==> src/rtl/dma_chan_seq.sv <==
module dma_chan_seq #(
  parameter int AW = 32,
  parameter int CW = 16,
  parameter int NW = 8
) (
  input  logic          clk,
  input  logic          rst_n,
  input  logic          wr_en,
  input  logic [2:0]    wr_sel,
  input  logic [AW-1:0] wr_data,
  input  logic          mod_req,
  input  logic          ext_req,
  input  logic          xfer_done,
  output logic          xfer_req,
  output logic          flag_clr,
  output logic [AW-1:0] dst_addr,
  output logic [CW-1:0] xfer_cnt,
  output logic [NW-1:0] chain_cnt,
  output logic          end_flag,
  output logic          irq
);
  localparam logic [2:0] SEL_CTRL = 3'd0, SEL_ADDR = 3'd1, SEL_CNT = 3'd2,
                         SEL_RLD = 3'd3, SEL_CHN = 3'd4;
  localparam logic [1:0] SRC_MOD = 2'd0, SRC_EXT = 2'd1, SRC_AUTO = 2'd2;

  logic [10:0]   ctrl;
  logic [CW-1:0] reload;
  logic          ext_prev, ext_pend;

  wire       irq_en     = ctrl[0];
  wire [1:0] dmode      = ctrl[2:1];
  wire [1:0] usz        = ctrl[4:3];
  wire       end_sel    = ctrl[5];
  wire       clr_sel    = ctrl[6];
  wire       chain_en   = ctrl[7];
  wire [1:0] src        = ctrl[9:8];
  wire       single_dev = ctrl[10];

  wire [AW-1:0] step = (usz == 2'd0) ? AW'(1) : (usz == 2'd1) ? AW'(2) : AW'(4);

  wire active    = (xfer_cnt != '0) && !end_flag;
  wire beat      = xfer_done && active;
  wire last      = beat && (xfer_cnt == CW'(1));
  wire chain_go  = last && chain_en && (chain_cnt != '0);
  wire end_by_tc = end_sel || (src == SRC_AUTO);
  wire set_end   = last && (end_by_tc || (!chain_go && chain_cnt == '0));
  wire clr_now   = beat && (clr_sel || xfer_cnt == CW'(1));

  logic pending;
  always_comb begin
    case (src)
      SRC_MOD:  pending = mod_req;
      SRC_EXT:  pending = ext_pend;
      SRC_AUTO: pending = 1'b1;
      default:  pending = 1'b0;
    endcase
  end

  assign xfer_req = active && pending;
  assign flag_clr = clr_now && (src == SRC_MOD);
  assign irq      = end_flag && irq_en;

  always_ff @(posedge clk or negedge rst_n) begin
    if (!rst_n) begin
      ext_prev <= 1'b0;
      ext_pend <= 1'b0;
    end else begin
      ext_prev <= ext_req;
      if (ext_req && !ext_prev)
        ext_pend <= 1'b1;
      else if (clr_now && src == SRC_EXT)
        ext_pend <= 1'b0;
    end
  end

  always_ff @(posedge clk or negedge rst_n) begin
    if (!rst_n) begin
      ctrl      <= '0;
      reload    <= '0;
      dst_addr  <= '0;
      xfer_cnt  <= '0;
      chain_cnt <= '0;
      end_flag  <= 1'b0;
    end else begin
      if (beat) begin
        xfer_cnt <= chain_go ? reload : xfer_cnt - CW'(1);
        if (chain_go) chain_cnt <= chain_cnt - NW'(1);
        if (set_end) end_flag <= 1'b1;
        if (!single_dev) begin
          if (dmode == 2'b01) dst_addr <= dst_addr + step;
          else if (dmode == 2'b10) dst_addr <= dst_addr - step;
        end
      end
      if (wr_en) begin
        case (wr_sel)
          SEL_CTRL: begin
            ctrl <= wr_data[10:0];
            if (!wr_data[11]) end_flag <= 1'b0;
          end
          SEL_ADDR: dst_addr  <= wr_data;
          SEL_CNT:  xfer_cnt  <= wr_data[CW-1:0];
          SEL_RLD:  reload    <= wr_data[CW-1:0];
          SEL_CHN:  chain_cnt <= wr_data[NW-1:0];
          default: ;
        endcase
      end
    end
  end

  a_r2_end_on_count: assert property (@(posedge clk) disable iff (!rst_n)
    (xfer_done && active && xfer_cnt == CW'(1) && end_by_tc && !wr_en) |=> end_flag);

  a_r4_fixed_addr: assert property (@(posedge clk) disable iff (!rst_n)
    (xfer_done && !wr_en && (dmode == 2'b00 || dmode == 2'b11)) |=> $stable(dst_addr));

  a_r5_single_dev: assert property (@(posedge clk) disable iff (!rst_n)
    (xfer_done && !wr_en && single_dev) |=> $stable(dst_addr));

  a_r6_irq_on_end: assert property (@(posedge clk) disable iff (!rst_n)
    ($rose(end_flag) && irq_en) |-> irq);

  a_r7_clr_every: assert property (@(posedge clk) disable iff (!rst_n)
    (xfer_done && active && clr_sel && src == SRC_MOD) |-> flag_clr);

  a_r9_chain_reload: assert property (@(posedge clk) disable iff (!rst_n)
    (xfer_done && active && xfer_cnt == CW'(1) && chain_en && chain_cnt != '0 && !wr_en)
      |=> (xfer_cnt == $past(reload)));

  a_r10_sticky: assert property (@(posedge clk) disable iff (!rst_n)
    (end_flag && !(wr_en && wr_sel == SEL_CTRL && !wr_data[11])) |=> end_flag);

  a_r10_no_req: assert property (@(posedge clk) disable iff (!rst_n)
    end_flag |-> !xfer_req);
endmodule

==> config.mk <==
export PLATFORM = sky130hd
export DESIGN_NAME = dma_chan_seq
export DESIGN_NICKNAME = d
export VERILOG_FILES = /design/src/rtl/dma_chan_seq.sv
export SDC_FILE = /design/constraint.sdc
export NUM_CORES = 1
export LEC_CHECK = 0
export BUFFER_PORTS_ARGS = -buffer_cell sky130_fd_sc_hd__buf_2
export CORE_MARGIN = 5
export CORE_UTILIZATION = 40
export CTS_CLUSTER_SIZE = 20
export DETAILED_ROUTE_END_ITERATION = 16
export PLACE_DENSITY = 0.7
export REMOVE_ABC_BUFFERS = 1
export SETUP_SLACK_MARGIN = 0.3
export SLEW_MARGIN = 25
export SYNTH_ARGS = -nofsm -noshare
export SYNTH_HDL_FRONTEND = slang
export SYNTH_SLANG_ARGS = --single-unit
==> constraint.sdc <==
create_clock -name clk -period 2.9 [get_ports clk]
set_clock_uncertainty 0.15 [all_clocks]
set_input_delay 0.58 -clock clk [delete_from_list [all_inputs] [get_ports clk]]
set_output_delay 0.58 -clock clk [all_outputs]
set_load 0.05 [all_outputs]
* After elaboration in Yosys (flattened, before gate mapping)
Cells that the tools add are included.
** Storage, ports and cells
- Bits in registers :: 86
- Input port bits :: 41
- Output and inout bits :: 60
** Operators by class
- $add $sub $neg :: 4
- Equal/unequal tests :: 10
- Multiplexer cells :: 24
- Reduce and logical (&&, ||, !) cells :: 28
** Operators by type and width (count)
- $mux W32 :: 6
- $mux W16 :: 4
- $add A32 B3 Y32 :: 1
- $mux W8 :: 4
- $sub A32 B3 Y32 :: 1
- $eq A16 B1 Y1 const B :: 1
- $reduce_bool A16 Y1 :: 1
- $sub A16 B1 Y16 const B :: 1
- $logic_and A1 B1 Y1 :: 13
- $logic_not A8 Y1 :: 1
- $reduce_bool A8 Y1 :: 1
- $sub A8 B1 Y8 const B :: 1
- $mux W1 :: 7
- $eq A2 B1 Y1 const B :: 3
- $eq A3 B2 Y1 const B :: 2
- $mux W3 :: 2
- $eq A2 B2 Y1 const B :: 2
- $logic_not A2 Y1 :: 2
- $reduce_and A2 Y1 :: 2
- $eq A3 B1 Y1 const B :: 1
- $eq A3 B3 Y1 const B :: 1
- $logic_not A1 Y1 :: 3
- $logic_not A3 Y1 :: 1
- $logic_or A1 B1 Y1 :: 3
- 2 further kinds :: 2

* Longest topological paths before layout
Gate-level depths: netlist of run 1.
- Depth in word-level cells :: 15
- Depth in mapped cells :: 10
- Mapped depth without buffers :: 10

* Least setup slack after synthesis of run 1
Ideal clock, no wire load.
- Kind :: register to output
- Start point :: register xfer_cnt[0]
- End point :: output flag_clr
- Arrival :: 3094 ps
- Required time :: 2170 ps
- Slack :: -924 ps
- Stages on the path, launching flop included :: 8
- Path buffers :: 0
- Cells stage by stage :: dfrtp_1 -> inv_1 -> ha_1 -> or4b_2 -> nor3_1 -> and2_1 -> a21oi_1 -> nor3_1
** Between the ends
- Cells in the longest elaborated chain, start to end :: 5
** Ends and longest elaborated chain
- from (decl) :: RTL line 17 : output logic [CW-1:0] xfer_cnt,
- from (signal assigned) :: RTL line 86 : xfer_cnt <= chain_go ? reload : xfer_cnt - CW'(1);
- from (signal assigned) :: RTL line 101 : SEL_CNT: xfer_cnt <= wr_data[CW-1:0];
- $reduce_bool A16 Y1 :: RTL line 41 : wire active = (xfer_cnt != '0) && !end_flag;
- $logic_and A1 B1 Y1 :: RTL line 41
- $logic_and A1 B1 Y1 :: RTL line 42 : wire beat = xfer_done && active;
- $logic_and A1 B1 Y1 (*) :: RTL line 47 : wire clr_now = beat && (clr_sel || xfer_cnt == CW'(1));
- $logic_and A1 B1 Y1 (*) :: RTL line 60 : assign flag_clr = clr_now && (src == SRC_MOD);
- to (decl) :: RTL line 15 : output logic flag_clr,
Mark *: on every way between the ends. The rest lies on a longest branch, timed or not.

* Worst setup path in the final report of run 1
- Start point :: register xfer_cnt[5]
- End point :: output flag_clr
Same word-level chain as after synthesis.

==> flow_results.org, run 1 <==
** Cells and area
- The layout has 1,284 filler cells.
- Area taken by multi-input logic gates :: 3455 µm²
- The library cell used most frequently in the layout, excluding fill and tap cells, is buf_2.
- The number of antenna diodes in the final layout is 0.
- The finished layout holds 929 standard cells, fillers aside.
- Most frequent cells in the layout :: 97 x buf_2, 86 x dfrtp_1, 61 x nand2_1
- Of the cells placed in the final design, the portion with a size suffix greater than 1 is 0.3591.
- The finished cells cover 7162 µm².
- Number of nets in the layout :: 797
- Area Growth Syn to Fin :: 28.31%
- FF+latch area :: 2152 µm²

** Route
- The detail route stage leaves a number of antenna-violating nets equal to 0.
- The pre-antenna-repair detailed-routing pass consisted of 5 iterations.
- Wire segments on met2 add up to 8872 µm in the final route.
- The final layout contains routed wiring with a total length of 17,830 µm.
- Wire length per cell :: 19.19 µm
- Signal routing reaches up to met4.
- Total number of vias :: 5,360
- Detail-routed via count per cell :: 5.770
- Residual DRC :: 0
- The first routing iteration left 426 violations.
- WL met1 :: 7157 µm
- In the detailed route, the total length drawn on met3 is 1380 µm.

** Timing
- Setup violations remaining at the end of the flow were counted as 0.
- Max-slew violations :: 0
- RSZ-0062 raised after global routing :: yes
- Dividing the final minimum period by the clock period gives 0.9819.
- The worst path in the final design needs a cycle of 2.847 ns, including I/O delays and setup.
- Least-Margin Pin Slew :: 0.6802 ns
- The worst pin sits at a relative slew slack of 0.5466.
- Count of endpoints failing hold in the final timing report :: 0
- Setup total negative slack on the finished layout was measured at 0 ns.
- For this run, the top clock speed supported by timing is 351.2 MHz.

** Floorplanning
- In this run the count of I/O pins placed on the die edge is 101.
- Die span in x :: 128.1 µm
- In this run the core area contains 43 standard-cell rows.
- Effective utilization at floorplan :: 0.4053
- Floorplan die height :: 128.1 µm
- Core Region :: 13,770 µm²
- Die area :: 16,420 µm²

** GRT
- The first global-routing pass estimated 28,030 µm of wire.
- The initial antenna violation count came to 0.
- The via count of the first global-routing pass came to 5,443.
- Global routing finished with a remaining overflow of 0.
- Largest net degree at the start of global routing :: 51
- Overall track demand over capacity in global routing :: 0.2149

** Worst setup path
- Critical path fanouts, max :: 6
- Critical path destination :: flag_clr
- Count of cell instances traversed by the critical path :: 6
- Reg-to-reg setup timing slack :: 0.30 ns
- Setup Crit Path Kind :: reg -> out
- Bufs and invs on worst path :: 1
- Beginning of the critical path :: xfer_cnt[5]$_DFF_PN0_
- At the worst endpoint, the arrival time is 2.12 ns.
- The cell family contributing the most delay on the critical path is simple AND/OR/NAND/NOR gates.
- At the worst endpoint, the required time is 2.17 ns.
- The critical path goes through or4_4, nor3_4, and2_4, a21oi_2, nor3_2, buf_6.
- Crit start category :: register
- R2r worst-path depth :: 10
- Slowest cell on the critical path :: or4_4
- Endpoint of the lowest-slack register-to-register path :: dst_addr[28]$_DFF_PN0_
- Reg-to-reg critical path startpoint :: ctrl[4]$_DFFE_PN0P_
- Delay of the slowest cell on the worst path :: 0.59 ns
- Critical path capture point type :: output port

** Place
- Global placement routability congestion :: 0.9302
- Count of port buffers added during placement :: 100
- Post-place instance area :: 6430 µm²
- The HPWL after detailed placement is 12,830 µm.
- Number of cells after detailed placement :: 899

** Power and ir drop
- Maximum ir drop on the vdd rail :: 539.7 µV
- Leakage power summed over all cells :: 2.881 nW
- For this design the ratio of total power to cell area is 854.0 nW/µm².

** Synth
- Synthesis handed over a netlist of 612 instances.
- Number of synthesis warnings :: 0
- Post-synthesis average cell area :: 9.120 µm²
- Counting flops and latches in the post-synthesis netlist gives 86.
- Portion of the post-synthesis area used by sequential elements :: 0.3856
- The most used flip-flop cell after synthesis is dfrtp_1.
- Of all flip-flops after synthesis, the portion carrying an async set or reset was 1.000.
- Number of enable flip-flop cells after synthesis :: 0
- Yosys cell types :: 78
- The synthesized netlist occupies a cell area of 5582 µm².

** Worst hold path
- Worst min-delay path class :: in -> async

** CTS
- Clock latency on the worst-skew pair, taken at its later pin, is 0.35 ns.
- # H-tree levels :: 3
- # hold bufs at CTS :: 0
- Number of buffers between clock root and the deepest sink :: 2
- Clock-pin slew was measured on the worst setup and hold paths at 0.07 ns.
- Clk sink count :: 86
- Clock tree synthesis selected as its root buffer the cell clkbuf_16.
- Clock tree from TritonCTS :: yes
- Number of clock buffers inserted by TritonCTS :: 9

** Run status
- The run finished with clean final reports.

** Flow run
- Max-capacitance violation count :: 0
cell families after synthesis:
group	Yosys count	synth area share
adders and majority gates	12	0.02959
xor gates and xnor gates	43	0.06747
muxes	26	0.05223
buffers and inverters	53	0.05245
and+or+nand+nor	249	0.2466
AOI/OAI and AO/OA	143	0.1661
DFF	86	0.3856
sequential cells by signal (all words and copies together), names as in the netlist:
register   cells
reload        16
ext_pend       1
ctrl          11
dst_addr      32
xfer_cnt      16
end_flag       1
chain_cnt      8
ext_prev       1
area by class of cell:
cell class,instances,area share
Multi-Input combinational cell,473,0.4824
Sequential cell,86,0.3005
Timing Repair Buffer,156,0.1363
Clock buffer,12,0.03581
Tap cell,180,0.03145
Inverter,18,0.009609
Clock inverter,4,0.004018
worst reg2reg max path, stage by stage, from the launching register on:
cell and delay (ns):
dfrtp_1 0.41, nor2_2 0.15, ha_2 0.22, fa_2 0.23, and2b_2 0.25, nor4b_4 0.26, buf_4 0.16, a21o_4 0.11
nand4b_4 0.12, or3_1 0.32, a31oi_1 0.15
worst min-delay path by stage:
stage	end	slack, ns	cells past startpoint
after global routing	dst_addr[25]$_DFF_PN0_	0.18	1
after global placement	ext_pend$_DFFE_PN0P_	0.27	1
after CTS	dst_addr[27]$_DFF_PN0_	0.14	1
after floorplan	chain_cnt[0]$_DFF_PN0_	0.13	0
after detailed placement	ext_pend$_DFFE_PN0P_	0.29	1
final	dst_addr[27]$_DFF_PN0_	0.12	1
stage by stage:
stage | total power, mW | setup WS (ns) | utilization | hold slack, ns
after global placement | 4.619 | 0.07066 | 0.4668 | 0.2710
after global routing | 6.422 | -0.04384 | 0.5200 | 0.1778
after floorplan | 3.770 | -0.9238 | - | 0.1344
after detailed placement | 4.686 | 0.08620 | 0.4668 | 0.2885
after CTS | 5.912 | -0.07128 | 0.4970 | 0.1382
final | 6.117 | 0.05256 | 0.5200 | 0.1191
Yosys cell counts, types with 4 or more instances:
library cell | instances | area, µm²
nor4_1 | 16 | 100.1
or3_1 | 8 | 50.05
a21oi_1 | 48 | 240.2
nand4_1 | 11 | 68.82
dfrtp_1 | 86 | 2152
or4_1 | 6 | 45.04
ha_1 | 10 | 125.1
nand2_1 | 63 | 236.5
and2_1 | 5 | 31.28
clkbuf_1 | 16 | 60.06
xnor2_1 | 30 | 262.8
nand3_1 | 13 | 65.06
inv_1 | 17 | 63.81
nor2_1 | 51 | 191.4
nand4b_1 | 10 | 87.58
o21ai_0 | 36 | 180.2
a22oi_1 | 4 | 30.03
nor3_1 | 22 | 110.1
a211oi_1 | 8 | 60.06
nor2b_1 | 5 | 31.28
nor3b_1 | 4 | 30.03
a31oi_1 | 7 | 43.79
xor2_1 | 13 | 113.9
clkbuf_8 | 4 | 55.05
nand2b_1 | 8 | 50.05
a41oi_1 | 7 | 61.31
mux2_2 | 25 | 281.5
power by group:
group | internal, mW | total [mW] | switching [mW] | leakage [nW]
Sequential | 1.52 | 2.04 | 0.515 | 1.03
Combinational | 1.00 | 2.95 | 1.95 | 1.71
Clock | 0.630 | 1.13 | 0.502 | 0.135
metal layers:
| layer | vias up | GRT usage |
|---|---|---|
| met5 | - | 0 |
| met4 | 0 | 0.06742 |
| met3 | 36 | 0.05458 |
| met2 | 228 | 0.3737 |
| met1 | 2603 | 0.2607 |
| li1 | 2493 | - |
timing repair:
action | CTS | global route
buffers inserted | 5 | 9
setup endpoints to repair | 29 | 36
pin swaps | 5 | 26
gates resized for setup | 25 | 47
Power figures use the tool's default switching activity.
==> inputs of run 2 (changes only) <==
Settings changed: CORE_UTILIZATION 40 to 29, PLACE_DENSITY 0.7 to 0.57, SETUP_SLACK_MARGIN 0.3 to default.
==> flow_results.org, run 2 (synthesis gave the netlist of run 1 again) <==
** Power and ir drop
- The part of the power in combinational logic came to 0.451 (-0.031).
- The worst supply voltage drop on vdd was 415.5 µV (-23%).
- The design internal power is 3.303 mW (+4.7%).
- Fraction of power spent switching nets :: 0.4635 (-0.02084)
- The power share of the sequential group came to 0.323 (-0.010).
- The leakage power summed over all cells is 2.848 nW (-1.1%).
- Areal power density over the cells :: 873.8 nW/µm² (+2.3%)
- The part of the total power dissipated in the clock network came to 0.226 (+0.041).
- Switching Power :: 2.854 mW (-3.7%)

** Flow run
- Max-capacitance violation count :: 0 (unchanged)

** GRT
- The initial antenna violation count is 0 (unchanged).
- Overall track demand over capacity in global routing :: 0.1587 (-0.05618)
- Total congestion overflow :: 0 (unchanged)
- Wire length of the first global-routing pass :: 27,720 µm (-1.1%)
- The largest net degree at the start of global routing was 45 (-12%).
- The via count of the first global-routing pass came to 4,927 (-9.5%).

** CTS
- The clock transition at the register clock pins on the worst setup and hold paths after CTS was 0.07 ns (about the same).
- Clock tree from TritonCTS :: yes
- Number of buffers between clock root and the deepest sink :: 2 (unchanged)
- The sink count of the clock tree is 86 (unchanged).
- The cts-stage hold buffer count is 0 (unchanged).
- Clock root cell :: clkbuf_16
- The clock buffer count from CTS is 9 (unchanged).
- Worst-skew pair later-pin latency :: 0.36 ns (about the same)
- # H-tree levels :: 3 (unchanged)

** Timing
- The final count of negative-setup-slack endpoints is 1 (+1).
- Relative max-transition margin :: 0.5124 (-0.03413)
- The maximum frequency from static timing analysis was 342.7 MHz (-2.4%).
- The slew at the pin with the worst max-slew slack is 0.7299 ns (+0.04969 ns).
- The final cycle utilization of the critical path was 1.006 (+0.02432).
- Fin Setup TNS :: -0.01798 ns (-0.01798 ns)
- RSZ-0062 raised after global routing :: yes
- The count of final max-slew check failures came to 0 (unchanged).
- The post-layout minimum cycle time is 2.918 ns (+0.07054 ns).
- The post-route worst setup slack is -0.01798 ns (-0.07054 ns).
- The count of final hold-check violations came to 0 (unchanged).
- The post-route worst hold slack came to 0.09152 ns (-0.02762 ns).

** Place
- Global placement routability congestion :: 0.9091 (-2.3%)
- Count of port buffers added during placement :: 100 (unchanged)
- The post-DP HPWL is 13,060 µm (+1.8%).
- The worst setup slack after placement was 0.02958 ns (-0.05661 ns).

** Worst hold path
- Worst min-delay path class :: in -> async

** Route
- Total length of routed wires :: 17,700 µm (-0.72%)
- Detail-routed via count per cell :: 5.091 (-12%)
- The starting DRC count in detailed routing was 309 (-27%).
- Wire length per cell :: 17.66 µm (-8.0%)
- The remaining antenna violation count is 0 (unchanged).
- Total number of vias :: 5,101 (-4.8%)
- Total iterations of the first detailed-routing run :: 5 (unchanged)
- Residual DRC :: 0 (unchanged)

** Worst setup path
- The highest cell delay on the worst timing path came to 0.49 ns (-0.10 ns).
- The data arrival time of the critical path is 2.19 ns (+0.07 ns).
- Critical path fanouts, max :: 3 (-3)
- Cell-by-cell trace of the critical path :: inv_2, ha_4, or4b_4, nor3_4, and2_4, a21oi_4, nor3_2, buf_6
- Crit start category :: register
- R2r worst-path depth :: 10 (unchanged)
- Data required time at the worst endpoint :: 2.17 ns (about the same)
- Setup Crit Path Kind :: reg -> out
- The largest individual stage delay along the critical path comes from the cell or4b_4.
- The worst setup path is captured at an output port.

** Cells and area
- ANT cells :: 0 (unchanged)
- Largest registers :: dst_addr (32), reload (16), xfer_cnt (16)
- Ratio of cells with drive above 1 in the final layout :: 0.3127 (-0.04648)
- Most common library cell in the layout ignoring fill and taps :: buf_2
- Relative to the synthesized area, the layout overhead comes to 26.25%.
- Number of nets in the layout :: 790 (-0.88%)
- Flip-flop count of the largest register, all copies and words added :: 32 (unchanged)
- Ranked by flip-flop count, first place goes to dst_addr.
- Most frequent cells in the layout :: 97 x buf_2, 86 x dfrtp_1, 63 x nand2_1

** Floorplanning
- The total die area is 22,120 µm² (+35%).
- The number of standard-cell rows in the floorplan is 50 (+16%).
- Floorplan die height :: 148.7 µm (+16%)
- Die span in x :: 148.7 µm (+16%)
- Core Region :: 18,830 µm² (+37%)
- Effective utilization at floorplan :: 0.2964 (-0.1088)
- Top Ports :: 101 (unchanged)

** Run status
- The flow ran to the end, but the final reports show violations.
- Violated checks :: setup timing
-- run 2: cell count changes in the layout (fill, tap and decap cells not counted), sizes merged --
cell      before  now
buf          156  149
clkinvlp       2    1
inv           18   20
clkinv         2    1
clkbuf        12    9
bufinv         0    3
-- run 2: worst paths after layout --
kind                                            start                     end  slack (ns)
worst max register to register    ctrl[3]$_DFFE_PN0P_  dst_addr[28]$_DFF_PN0_        0.23
worst min-delay path                            rst_n  dst_addr[25]$_DFF_PN0_        0.09
max in group asynchronous                       rst_n     ctrl[7]$_DFFE_PN0P_        1.84
min in group clk                              ext_req      ext_prev$_DFF_PN0_        0.19
worst min register to register     ext_prev$_DFF_PN0_    ext_pend$_DFFE_PN0P_        0.29
worst max-delay path            xfer_cnt[0]$_DFF_PN0_                flag_clr       -0.02
-- run 2: metrics by stage --
stage               utilization  instances  cell area, µm²  power (mW)
CTS                      0.3700       1001            6968       6.152
floorplan                     -        577            5356       3.770
detailed placement       0.3482        982            6558       4.706
finish                   0.3742       1002            7047       6.158
global placement         0.3482        982            6558       4.678
global route             0.3742       1002            7047       6.510
-- run 2: per-layer routing --
metal  up-vias  global-route usage  part of all wire
li1       2480                   -                 -
met1      2464              0.2140              0.45
met2       143              0.2578              0.47
met3        14             0.04072             0.070
met4         0             0.03524             0.012
met5         -                   0                 0
-- run 2: power by group through the flow --
stage	Combinational, mW	Clock [mW]	Sequential [mW]
floorplan	0.997	0	2.77
global placement	2.71	0	1.97
detailed placement	2.72	0	1.98
CTS	2.76	1.43	1.97
global route	3.00	1.47	2.04
finish	2.77	1.39	1.99
-- run 2: timing repair --
item,4_1_cts,5_1_grt
endpoints found under the setup margin,1,2
setup buffers,3,1
gates resized for setup,10,17
pin swaps,4,6
cloned,0,0
-- run 2: critical path, delay by kind of cell (launching register included) --
family          cells  cell delay (ns)
buf+inv             2             0.25
compound gates      1             0.04
flops               1             0.40
simple gates        4             0.98
fa+ha+maj           1             0.15
-- run 2: area by class of cell --
type	instances	area, µm²
Fill cell	1931	11780
Multi-Input combinational cell	473	3238
Sequential cell	86	2152
Timing Repair Buffer	149	912.1
Tap cell	260	325.3
Clock buffer	9	225.2
Clock inverter	7	126.4
Inverter	18	67.56
